$ cat src/rtl/tcap_pkg.sv
package tcap_pkg;
    localparam int BUS_W = 8;
    localparam int CNT_W = 2 * BUS_W;

    typedef struct packed {
        logic s1;
        logic s2;
        logic prev;
    } sync_t;

    typedef struct packed {
        logic [CNT_W-1:0] cap;
        logic             flag;
    } cap_t;

    typedef struct packed {
        logic [BUS_W-1:0] hold;
        logic [BUS_W-1:0] data;
    } rd_t;
endpackage

$ cat src/rtl/tcap_sync.sv
module tcap_sync
    import tcap_pkg::*;
(
    input  logic clk,
    input  logic rst_n,
    input  logic cap_in,
    input  logic edge_fall,
    output logic hit
);
    sync_t st_d, st_q;

    always_comb begin
        st_d      = st_q;
        st_d.s1   = cap_in;
        st_d.s2   = st_q.s1;
        st_d.prev = st_q.s2;
        hit = edge_fall ? (st_q.prev & ~st_q.s2) : (~st_q.prev & st_q.s2);
    end

    always_ff @(posedge clk or negedge rst_n) begin
        if (!rst_n) st_q <= '0;
        else        st_q <= st_d;
    end

    // a hit only ever follows a change of the synchronized level
    a_r2_hit_on_change: assert property (@(posedge clk) disable iff (!rst_n)
        hit |-> (st_q.s2 != st_q.prev));
endmodule

$ cat src/rtl/tcap_counter.sv
module tcap_counter
    import tcap_pkg::*;
(
    input  logic             clk,
    input  logic             rst_n,
    input  logic             en,
    output logic [CNT_W-1:0] cnt
);
    localparam logic [CNT_W-1:0] CNT_MAX = '1;
    logic [CNT_W-1:0] cnt_d, cnt_q;

    always_comb begin
        cnt_d = cnt_q;
        if (en) cnt_d = cnt_q + 1'b1;
    end

    always_ff @(posedge clk or negedge rst_n) begin
        if (!rst_n) cnt_q <= '0;
        else        cnt_q <= cnt_d;
    end

    assign cnt = cnt_q;

    a_r10_wrap: assert property (@(posedge clk) disable iff (!rst_n)
        (en && cnt_q == CNT_MAX) |=> (cnt_q == '0));
    a_r9_hold: assert property (@(posedge clk) disable iff (!rst_n)
        !en |=> $stable(cnt_q));
endmodule

$ cat src/rtl/tcap_capture.sv
module tcap_capture
    import tcap_pkg::*;
(
    input  logic             clk,
    input  logic             rst_n,
    input  logic             hit,
    input  logic             clr,
    input  logic [CNT_W-1:0] cnt,
    output logic [CNT_W-1:0] cap,
    output logic             flag
);
    cap_t st_d, st_q;

    always_comb begin
        st_d = st_q;
        if (clr) st_d.flag = 1'b0;
        if (hit) begin
            st_d.cap  = cnt;
            st_d.flag = 1'b1;
        end
    end

    always_ff @(posedge clk or negedge rst_n) begin
        if (!rst_n) st_q <= '0;
        else        st_q <= st_d;
    end

    assign cap  = st_q.cap;
    assign flag = st_q.flag;

    a_r4_load_and_flag: assert property (@(posedge clk) disable iff (!rst_n)
        hit |=> (st_q.flag && st_q.cap == $past(cnt)));
    a_r7_clear: assert property (@(posedge clk) disable iff (!rst_n)
        (clr && !hit) |=> !st_q.flag);
    a_r2_no_hit_no_load: assert property (@(posedge clk) disable iff (!rst_n)
        !hit |=> $stable(st_q.cap));
endmodule

$ cat src/rtl/tcap_rdport.sv
module tcap_rdport
    import tcap_pkg::*;
(
    input  logic             clk,
    input  logic             rst_n,
    input  logic             rd_en,
    input  logic             rd_addr,
    input  logic [CNT_W-1:0] cap,
    output logic [BUS_W-1:0] rd_data
);
    rd_t st_d, st_q;

    always_comb begin
        st_d = st_q;
        if (rd_en) begin
            if (!rd_addr) begin
                st_d.data = cap[BUS_W-1:0];
                st_d.hold = cap[CNT_W-1:BUS_W];
            end else begin
                st_d.data = st_q.hold;
            end
        end
    end

    always_ff @(posedge clk or negedge rst_n) begin
        if (!rst_n) st_q <= '0;
        else        st_q <= st_d;
    end

    assign rd_data = st_q.data;

    a_r5_low_parks_high: assert property (@(posedge clk) disable iff (!rst_n)
        (rd_en && !rd_addr) |=> (st_q.hold == $past(cap[CNT_W-1:BUS_W])));
    a_r6_high_from_hold: assert property (@(posedge clk) disable iff (!rst_n)
        (rd_en && rd_addr) |=> (rd_data == $past(st_q.hold)));
endmodule

$ cat src/rtl/tcap_unit.sv
module tcap_unit
    import tcap_pkg::*;
(
    input  logic             clk,
    input  logic             rst_n,
    input  logic             cnt_en,
    input  logic             cap_in,
    input  logic             edge_fall,
    input  logic             flag_clr,
    input  logic             rd_en,
    input  logic             rd_addr,
    output logic [BUS_W-1:0] rd_data,
    output logic             cap_flag
);
    logic             hit;
    logic [CNT_W-1:0] cnt;
    logic [CNT_W-1:0] cap;

    tcap_sync u_sync (
        .clk(clk), .rst_n(rst_n), .cap_in(cap_in), .edge_fall(edge_fall), .hit(hit)
    );

    tcap_counter u_cnt (
        .clk(clk), .rst_n(rst_n), .en(cnt_en), .cnt(cnt)
    );

    tcap_capture u_cap (
        .clk(clk), .rst_n(rst_n), .hit(hit), .clr(flag_clr), .cnt(cnt),
        .cap(cap), .flag(cap_flag)
    );

    tcap_rdport u_rd (
        .clk(clk), .rst_n(rst_n), .rd_en(rd_en), .rd_addr(rd_addr), .cap(cap),
        .rd_data(rd_data)
    );

    a_r8_capture_wins: assert property (@(posedge clk) disable iff (!rst_n)
        (hit && flag_clr) |=> cap_flag);
endmodule

$ cat config.mk
export PLATFORM = sky130hd
export DESIGN_NAME = tcap_unit
export DESIGN_NICKNAME = d
export VERILOG_FILES = /design/src/rtl/tcap_pkg.sv /design/src/rtl/tcap_sync.sv /design/src/rtl/tcap_counter.sv /design/src/rtl/tcap_capture.sv /design/src/rtl/tcap_rdport.sv /design/src/rtl/tcap_unit.sv
export SDC_FILE = /design/constraint.sdc
export NUM_CORES = 1
export LEC_CHECK = 0
export BUFFER_PORTS_ARGS = -buffer_cell sky130_fd_sc_hd__buf_2
export CORE_MARGIN = 10
export CORE_UTILIZATION = 45
export DETAILED_ROUTE_END_ITERATION = 8
export PLACE_DENSITY = 0.68
export SLEW_MARGIN = 20
export SYNTH_ARGS = -nofsm -noshare
export SYNTH_HDL_FRONTEND = slang
export SYNTH_HIERARCHICAL = 1
export SYNTH_SLANG_ARGS = --single-unit
export TNS_END_PERCENT = 50
$ cat constraint.sdc
create_clock -name clk -period 1.9 [get_ports clk]
set_clock_uncertainty 0.05 [all_clocks]
set_input_delay 0.19 -clock clk [delete_from_list [all_inputs] [get_ports clk]]
set_output_delay 0.19 -clock clk [all_outputs]
set_load 0.03 [all_outputs]
==> results of run 1 <==
[placed cells by master (no fill, tap or decap), types with 2 or more instances in the layout]
master	instances
nand2_1	5
xnor2_1	9
mux2i_1	8
xor2_1	6
inv_1	2
dfrtp_1	52
nand3_1	5
nor3_2	2
buf_2	16
nand4_1	3
mux2_2	7
a21oi_1	8
nor2_1	11
clkbuf_8	5
mux2_4	17
dlygate4sd3_1	2
[routing by layer]
metal	GRT usage (%)	routed length (um)
met2	13.0	1550
met3	4.16	177
met4	3.13	50
met1	11.2	1670
met5	0	0
[metrics by stage]
step,area (sq um),instances
CTS,2450,241
finish,2450,241
floorplan,2260,160
detailed placement,2320,231
global route,2450,241
global placement,2320,231
[what timing repair did]
item                                   4_1_cts  5_1_grt
endpoints found under the hold margin       25        0
hold buffers                                 2        0
buffers inserted                             0        0
[cell families (layout without fill, tap and decap cells)]
family	count (synthesis)	count (layout)	share of synthesized area, %
flip-flops	52	52	57.6
multiplexers	33	33	18.8
AND/OR/NAND/NOR	33	33	8.58
buffers and inverters	16	30	6.09
XOR/XNOR	15	15	5.81
AO/OA/AOI/OAI	10	10	2.55
adder cells (fa/ha/maj)	1	1	0.554
[worst paths after layout]
kind | start | end | slack [ps] | cells after the start
worst max-delay path | u_cnt/cnt[0] | u_cnt/cnt[12] | 400 | 5
worst min-delay path | flag_clr | u_cap/flag | 100 | 3
worst max register to register | u_cnt/cnt[0] | u_cnt/cnt[12] | 400 | 5
worst min register to register | u_sync/st_d[1] | u_sync/st_d[0] | 310 | 0
max in group asynchronous | rst_n | u_rd/st_q[13] | 900 | 3
min in group asynchronous | rst_n | u_sync/st_d[1] | 360 | 2
[flip-flops by register name, summed over array words and instances, names as in the netlist]
name	flops
u_cnt/cnt	16
u_rd/st_q	8
u_cap/flag	1
u_cap/cap	16
u_sync/st_d	2
u_rd/rd_data	8
u_sync/st_q	1
[Yosys cell counts (all sizes together)]
cell | count | share of area [%]
nand4 | 4 | 1.8
mux2i | 8 | 3.5
a21o | 1 | 0.39
nand3 | 5 | 1.1
mux2 | 25 | 15
buf | 14 | 5.8
dfrtp | 52 | 58
and4 | 1 | 0.39
nor2b | 1 | 0.61
and3 | 1 | 0.28
o21ai | 1 | 0.39
nor3 | 2 | 0.89
nand2 | 5 | 0.83
nor4 | 1 | 0.28
xnor2 | 9 | 3.5
inv | 2 | 0.33
ha | 1 | 0.55
nor2 | 11 | 1.8
xor2 | 6 | 2.3
a21oi | 8 | 1.8
nand2b | 1 | 0.28
nand3b | 1 | 0.33
[power breakdown]
| part | internal, W | switching [W] | leakage [nW] |
|---|---|---|---|
| Sequential | 0.00128 | 0.000188 | 0.663 |
| Clock | 0.000390 | 0.000348 | 0.0541 |
| Combinational | 0.000223 | 0.000233 | 0.450 |
| Total | 0.00190 | 0.000768 | 1.17 |
[area by class of cell]
cell class              instances  area share, %
clock buffers                   5           2.81
clock inverters                 3           1.73
inverters                       2          0.306
multi-input cells              92           33.5
flip-flops and latches         52           53.1
well taps                      67           3.42
repair buffers                 20           5.20
[critical path: stages (launching register included)]
cell	delay [ps]
dfrtp_1	450
ha_1	230
nand2_1	90
nor3_2	220
and4_1	230
xor2_1	150
==> flow_summary.ini, run 1 <==
[floorplanning]
placementRows = 25
dieHeight_um = 90.9
pin_count = 17
start_util_pct = 47.2
die-area_sq_um = 8260
coreArea_sq_um = 4790
die_w_um = 90.9

[route]
antenna_left = 0
firstDrtPassIters = 4
wire_per_inst_um = 14.3
drtIter0Drc = 37
drc_errors = 0
vias_per_cell = 4.93
drt-total-wl_mm = 3.45
dr_total_vias = 1187

[worst_setup_path]
end_kind = flop
worstPathArrival_ps = 1680
cp.required_ps = 2080
criticalPathCategory = flop to flop
crit_fanout = 6
worstSetupStartpointType = flop

[grt]
grt_pass1_wl_mm = 5.95
antenna_found_initial = 0
grt_overflow = 0
grt_max_degree = 29
grt_pass1_vias = 1204
grt_usage_pct = 8.88

[sta]
setup_ws_ps = 404
relSlewSlack_pct = 61.9
fin_crit_sh_pct = 78.8
worst_slew_pin_slew_ps = 571
rsz0062_at_grt = no
setup_tns_ps = 0
whs_ps = 102
final_max_slew_viol_count = 0
fmax_mhz = 668
finalHoldViolCount = 0
layout_min_cycle_time_ps = 1500
finalSetupViolCount = 0

[clocking]
clkSinkCount = 52
clkLatencyLatePin_ps = 300
cts_max_level = 2
clk_root_buffer_cell = clkbuf_8
cts_resized = 0
cts_tree = done
cts.path.max_buffers = 2
cts-buffers-inserted = 5
clkSlewWorstSetupHoldPaths_ps = 90

[worst_hold_path]
min_path_type = primary input to flop

[layout]
regArea_sq_um = 1300
num_antenna_cells = 0
final_util_pct = 51.2
syn_to_final_growth_pct = 8.53
final_nets = 182
multi_input_area_sq_um = 821
fillers = 426
drive_gt1_share_pct = 32.2

[placement]
place_ws_ps = 424
port_buffers = 16
gp_congestion = 0.722
dp_hpwl_mm = 2.59

[power]
power.leakage_nw = 1.17
p_per_area_nw_per_um2 = 1090
power.total_w = 0.00266
vdd_drop_max_v = 0.000517

[synth]
ys_seq_area_share_pct = 57.6
syn_avg_cell_area_sq_um = 14.1
synth-warning-count = 6
synth_cells = 160
syn-num-nets = 169
ys_seq_elements = 52
synth_cell_type_count = 28
syn-cell-area_sq_um = 2260

[flow_run]
drv_cap = 0

[status]
outcome = finished, final reports clean
No activity file was read; power rests on OpenSTA's default activity.
==> run 2, diff against run 1 <==
- PLACE_DENSITY: 0.68 -> 0.7
- clock period: 1.9 -> 1.22 ns (I/O delays scaled with it)
==> run 2 against run 1 <==
  * The run now ends with setup timing left
  * Worst setup slack got worse by 590 ps
  * Core utilization increased by 5.0 points
  * Critical path depth decreased by 1
  * Via count increased by 6.2%
  * Design area increased by 9.7%
  * Hold slack got worse by 50 ps
  * Sequential share of layout area decreased by 4.7 points
  * First-iteration DRC count increased by 76%
  * Largest cell class unchanged
==> flow_summary.ini, run 2 (synthesized netlist as in run 1, its figures left out) <==
[route]
drt-total-wl_mm = 3.86
route.met3.wl_um = 182
vias_per_cell = 4.76
dr_total_vias = 1261
firstDrtPassIters = 4
antenna_left = 0
wl_met1_mm = 1.74
wire_per_inst_um = 14.6
drc_errors = 0
drtIter0Drc = 65
wl_met2_mm = 1.88
dr.max_layer_used = met4

[worst_setup_path]
max_stage_delay_ps = 420
r2r_slack_ps = -180
crit_fanout = 16
worstPathArrival_ps = 1540
slowest_stage = dfrtp_1
criticalPathCategory = flop to flop
path_cells = nand3b_1 > o21ai_2 > buf_12 > mux2_2
worst_r2r_path_depth = 4
end_kind = flop
r2r_start = u_sync/st_d[0]
cp.required_ps = 1360
r2r-end = u_cap/cap[2]
worstSetupStartpointType = flop

[sta]
fmax_mhz = 713
finalHoldViolCount = 0
worst_slew_pin_slew_ps = 390
rsz0062_at_grt = yes
whs_ps = 52.2
layout_min_cycle_time_ps = 1400
setup_ws_ps = -183
finalSetupViolCount = 24
fin_crit_sh_pct = 115
final_max_slew_viol_count = 0
relSlewSlack_pct = 73.8

[floorplanning]
placementRows = 25
die_w_um = 90.9
die-area_sq_um = 8260
coreArea_sq_um = 4790
start_util_pct = 47.2
dieHeight_um = 90.9
pin_count = 17

[power]
p_per_area_nw_per_um2 = 1640
power.total_w = 0.00441
power.leakage_nw = 1.33
vdd_drop_max_v = 0.00116

[layout]
final_util_pct = 56.2
layout_commonest_cell = dfrtp_1
fillers = 398
syn_to_final_growth_pct = 19.0
final_nets = 207
num_antenna_cells = 0
drive_gt1_share_pct = 43.4
fin_area_sq_um = 2690
multi_input_area_sq_um = 875
final_cell_mix = dfrtp_1, buf_4, mux2_4
regArea_sq_um = 1300

[clocking]
clkSlewWorstSetupHoldPaths_ps = 80
cts-buffers-inserted = 5
cts_max_level = 2
clkLatencyLatePin_ps = 290
cts.path.max_buffers = 2
cts_tree = done
clkSinkCount = 52
clk_root_buffer_cell = clkbuf_8

[worst_hold_path]
min_path_type = primary input to flop
holdPathEnd = u_cap/flag
hp-start = flag_clr
hold_path_depth = 3

[placement]
dp_hpwl_mm = 2.80
place_ws_ps = -187
port_buffers = 16
gp_congestion = 0.737
place_area_sq_um = 2500

[status]
failed_checks = setup timing
outcome = complete, but fails checks

[grt]
grt_usage_pct = 9.43
grt_overflow = 0
grt_pass1_vias = 1366
antenna_found_initial = 0
grt_pass1_wl_mm = 6.42
grt_max_degree = 53

[flow_run]
drv_cap = 0
==> run 2: power breakdown <==
group	total [W]	switching, W	internal (W)	leakage, nW
clock network	0.000955	0.000503	0.000452	0.0473
logic	0.00125	0.000569	0.000682	0.619
registers	0.00220	0.000200	0.00200	0.663
==> run 2: through the flow <==
stage / instances / setup TNS (ps)
after floorplan: 160 / -1410
final: 265 / -3070
after global routing: 265 / -4390
after global placement: 252 / -2150
after CTS: 263 / -2970
after detailed placement: 252 / -2750
==> run 2: final cells by class <==
class                           count  share of cell area, %
Clock buffer                        6                   3.07
Clock inverter                      1                  0.326
Inverter                            2                  0.279
Multi-Input combinational cell     92                   32.5
Sequential cell                    52                   48.4
Tap cell                           67                   3.12
Timing Repair Buffer               45                   12.3
==> run 2: how the worst max path moves through the flow <==
stage / startpoint / endpoint / cells after the start
3_5_place_dp: u_cnt/cnt[1] / u_cnt/cnt[12] / 5
2_1_floorplan: u_sync/st_q[0] / u_cap/cap[10] / 5
3_3_place_gp: u_sync/st_q[0] / u_cap/cap[15] / 4
4_1_cts: u_sync/st_d[0] / u_cap/cap[13] / 4
6_report: u_sync/st_d[0] / u_cap/cap[2] / 4
5_1_grt: u_cnt/cnt[0] / u_cnt/cnt[12] / 5
==> run 2: what timing repair did <==
action                     4_1_cts  5_1_grt
pin swaps                        1        4
setup endpoints to repair       22       27
buffers inserted                 2        2
hold endpoints to repair        53        0
resized for setup                2        9
hold buffers                     2        0
==> run 2: worst max-delay path, delay by kind of cell, from the launching register on <==
family | cells | cell delay (ps)
AO/OA/AOI/OAI | 1 | 100
multiplexers | 1 | 340
buffers and inverters | 1 | 200
AND/OR/NAND/NOR | 1 | 190
flip-flops | 1 | 420
==> run 2: layer usage <==
metal,vias up,GRT usage [%]
met5,-,0
met2,16,15.7
li1,615,-
met1,624,10.7
met3,6,3.57
met4,0,3.52
==> run 3, diff against run 2 <==
- BUFFER_PORTS_ARGS: -buffer_cell sky130_fd_sc_hd__buf_2 -> -buffer_cell sky130_fd_sc_hd__clkbuf_2
==> run 3 against run 2 <==
  * The flow still finishes with violations (setup timing)
  * Global-route usage is essentially flat
  * Routed wire length fell by 2.1%
  * Power fell by 2.9%
  * First-iteration DRC count rose by 15%
  * Register-to-register slack about the same
  * Hold slack worse by 11 ps
  * Sequential power about the same
  * Count of clock-buffer cells in the layout shrank 1
==> flow_summary.ini, run 3 (synthesized netlist as in run 1, its figures left out) <==
[sta]
finalSetupViolCount = 23
fin_crit_sh_pct = 115
final_max_slew_viol_count = 0
setup_ws_ps = -182
whs_ps = 40.8
fmax_mhz = 713
setup_tns_ps = -3010
worst_slew_pin_slew_ps = 347
finalHoldViolCount = 0
rsz0062_at_grt = yes
layout_min_cycle_time_ps = 1400
relSlewSlack_pct = 76.8

[route]
antenna_left = 0
drt-total-wl_mm = 3.78
vias_per_cell = 4.77
wire_per_inst_um = 14.3
drtIter0Drc = 75
firstDrtPassIters = 4
dr_total_vias = 1260
drc_errors = 0

[power]
power.total_w = 0.00428
power.leakage_nw = 1.32
seq_power_share_pct = 51.5
netSwitchingPower_w = 0.00126
vdd_drop_max_v = 0.00102
swShare_pct = 29.3
pwr-share-clk_pct = 20.7
pwr-share-comb_pct = 27.8
p_per_area_nw_per_um2 = 1610
p_int_w = 0.00303

[flow_run]
drv_cap = 0

[grt]
grt_usage_pct = 9.40
antenna_found_initial = 0
grt_overflow = 0
grt_max_degree = 53
grt_pass1_wl_mm = 6.43
grt_pass1_vias = 1359

[worst_setup_path]
r2r_start = u_sync/st_d[0]
worstPathArrival_ps = 1540
criticalPathCategory = flop to flop
crit_fanout = 16
worstSetupStartpointType = flop
end_kind = flop
crit_start = u_sync/st_d[0]
cp.required_ps = 1350
r2r_slack_ps = -180

[status]
failed_checks = setup timing
outcome = complete, but fails checks

[worst_hold_path]
hp-start = flag_clr
min_path_type = primary input to flop

[floorplanning]
coreArea_sq_um = 4790
start_util_pct = 47.2
dieHeight_um = 90.9
die_w_um = 90.9
die-area_sq_um = 8260
pin_count = 17
placementRows = 25

[layout]
final_cell_mix = dfrtp_1, buf_4, mux2_4
drive_gt1_share_pct = 42.6
syn_to_final_growth_pct = 17.6
final_util_pct = 55.5
multi_input_area_sq_um = 858
fin_area_sq_um = 2660
layout_commonest_cell = dfrtp_1
final_nets = 206
num_antenna_cells = 0
regArea_sq_um = 1300
fillers = 401

[clocking]
clk_root_buffer_cell = clkbuf_8
clkSinkCount = 52
clkLatencyLatePin_ps = 290
cts-buffers-inserted = 5
cts_max_level = 2
clkSlewWorstSetupHoldPaths_ps = 90
cts_tree = done
cts.path.max_buffers = 2

[placement]
place_area_sq_um = 2500
dp_hpwl_mm = 2.83
port_buffers = 16
gp_congestion = 0.748
run 3: changes by cell type in the layout (fill, tap and decap cells not counted), moves of 4 or more:
cell,before,now
clkbuf_2,0,16
buf_2,16,0
mux2_2,1,5
mux2_4,23,19
run 3: worst paths after layout:
kind	endpoint	depth (start not counted)
worst max-delay path	u_cap/cap[15]	4
worst min-delay path	u_cap/flag	3
worst max register to register	u_cap/cap[15]	4
worst min register to register	u_sync/st_d[0]	0
max in group asynchronous	u_cnt/cnt[13]	3
min in group asynchronous	u_cnt/cnt[4]	3
run 3: what timing repair did:
item	in CTS	in global routing
hold buffers	2	0
endpoints found under the hold margin	53	0
buffers inserted	1	2
gates resized for setup	2	5
pin swaps	1	3
setup endpoints to repair	22	26
run 3: worst max-delay path: stages (launching register included):
cell and delay [ps]:
dfrtp_1 430, nand3b_1 180, o21ai_2 100, buf_12 190, mux2_2 340
run 3: per-stage QoR:
step	worst slack [ps]	std cells
5_1_grt	-251	264
4_1_cts	-191	262
2_1_floorplan	-127	160
6_report	-182	264
3_5_place_dp	-189	252
3_3_place_gp	-140	252
run 3: power by group through the flow:
stage / clock network (W) / registers [W] / logic [W]
finish: 0.000885 / 0.00221 / 0.00119
CTS: 0.000936 / 0.00221 / 0.00112
global placement: 0 / 0.00223 / 0.00104
global route: 0.00101 / 0.00224 / 0.00129
detailed placement: 0 / 0.00225 / 0.00107
floorplan: 0 / 0.00225 / 0.000636
run 3: routing by layer:
metal | vias up | wire length, um | track usage, %
li1 | 613 | - | -
met1 | 628 | 1710 | 11.2
met2 | 17 | 1880 | 15.4
met3 | 2 | 162 | 3.24
met4 | 0 | 24 | 3.13
met5 | - | 0 | 0
run 3: area by class of cell:
type | instances | share of cell area, %
Clock buffer | 5 | 2.59
Clock inverter | 2 | 0.471
Inverter | 2 | 0.283
Multi-Input combinational cell | 92 | 32.3
Sequential cell | 52 | 49.0
Tap cell | 67 | 3.16
Timing Repair Buffer | 44 | 12.2
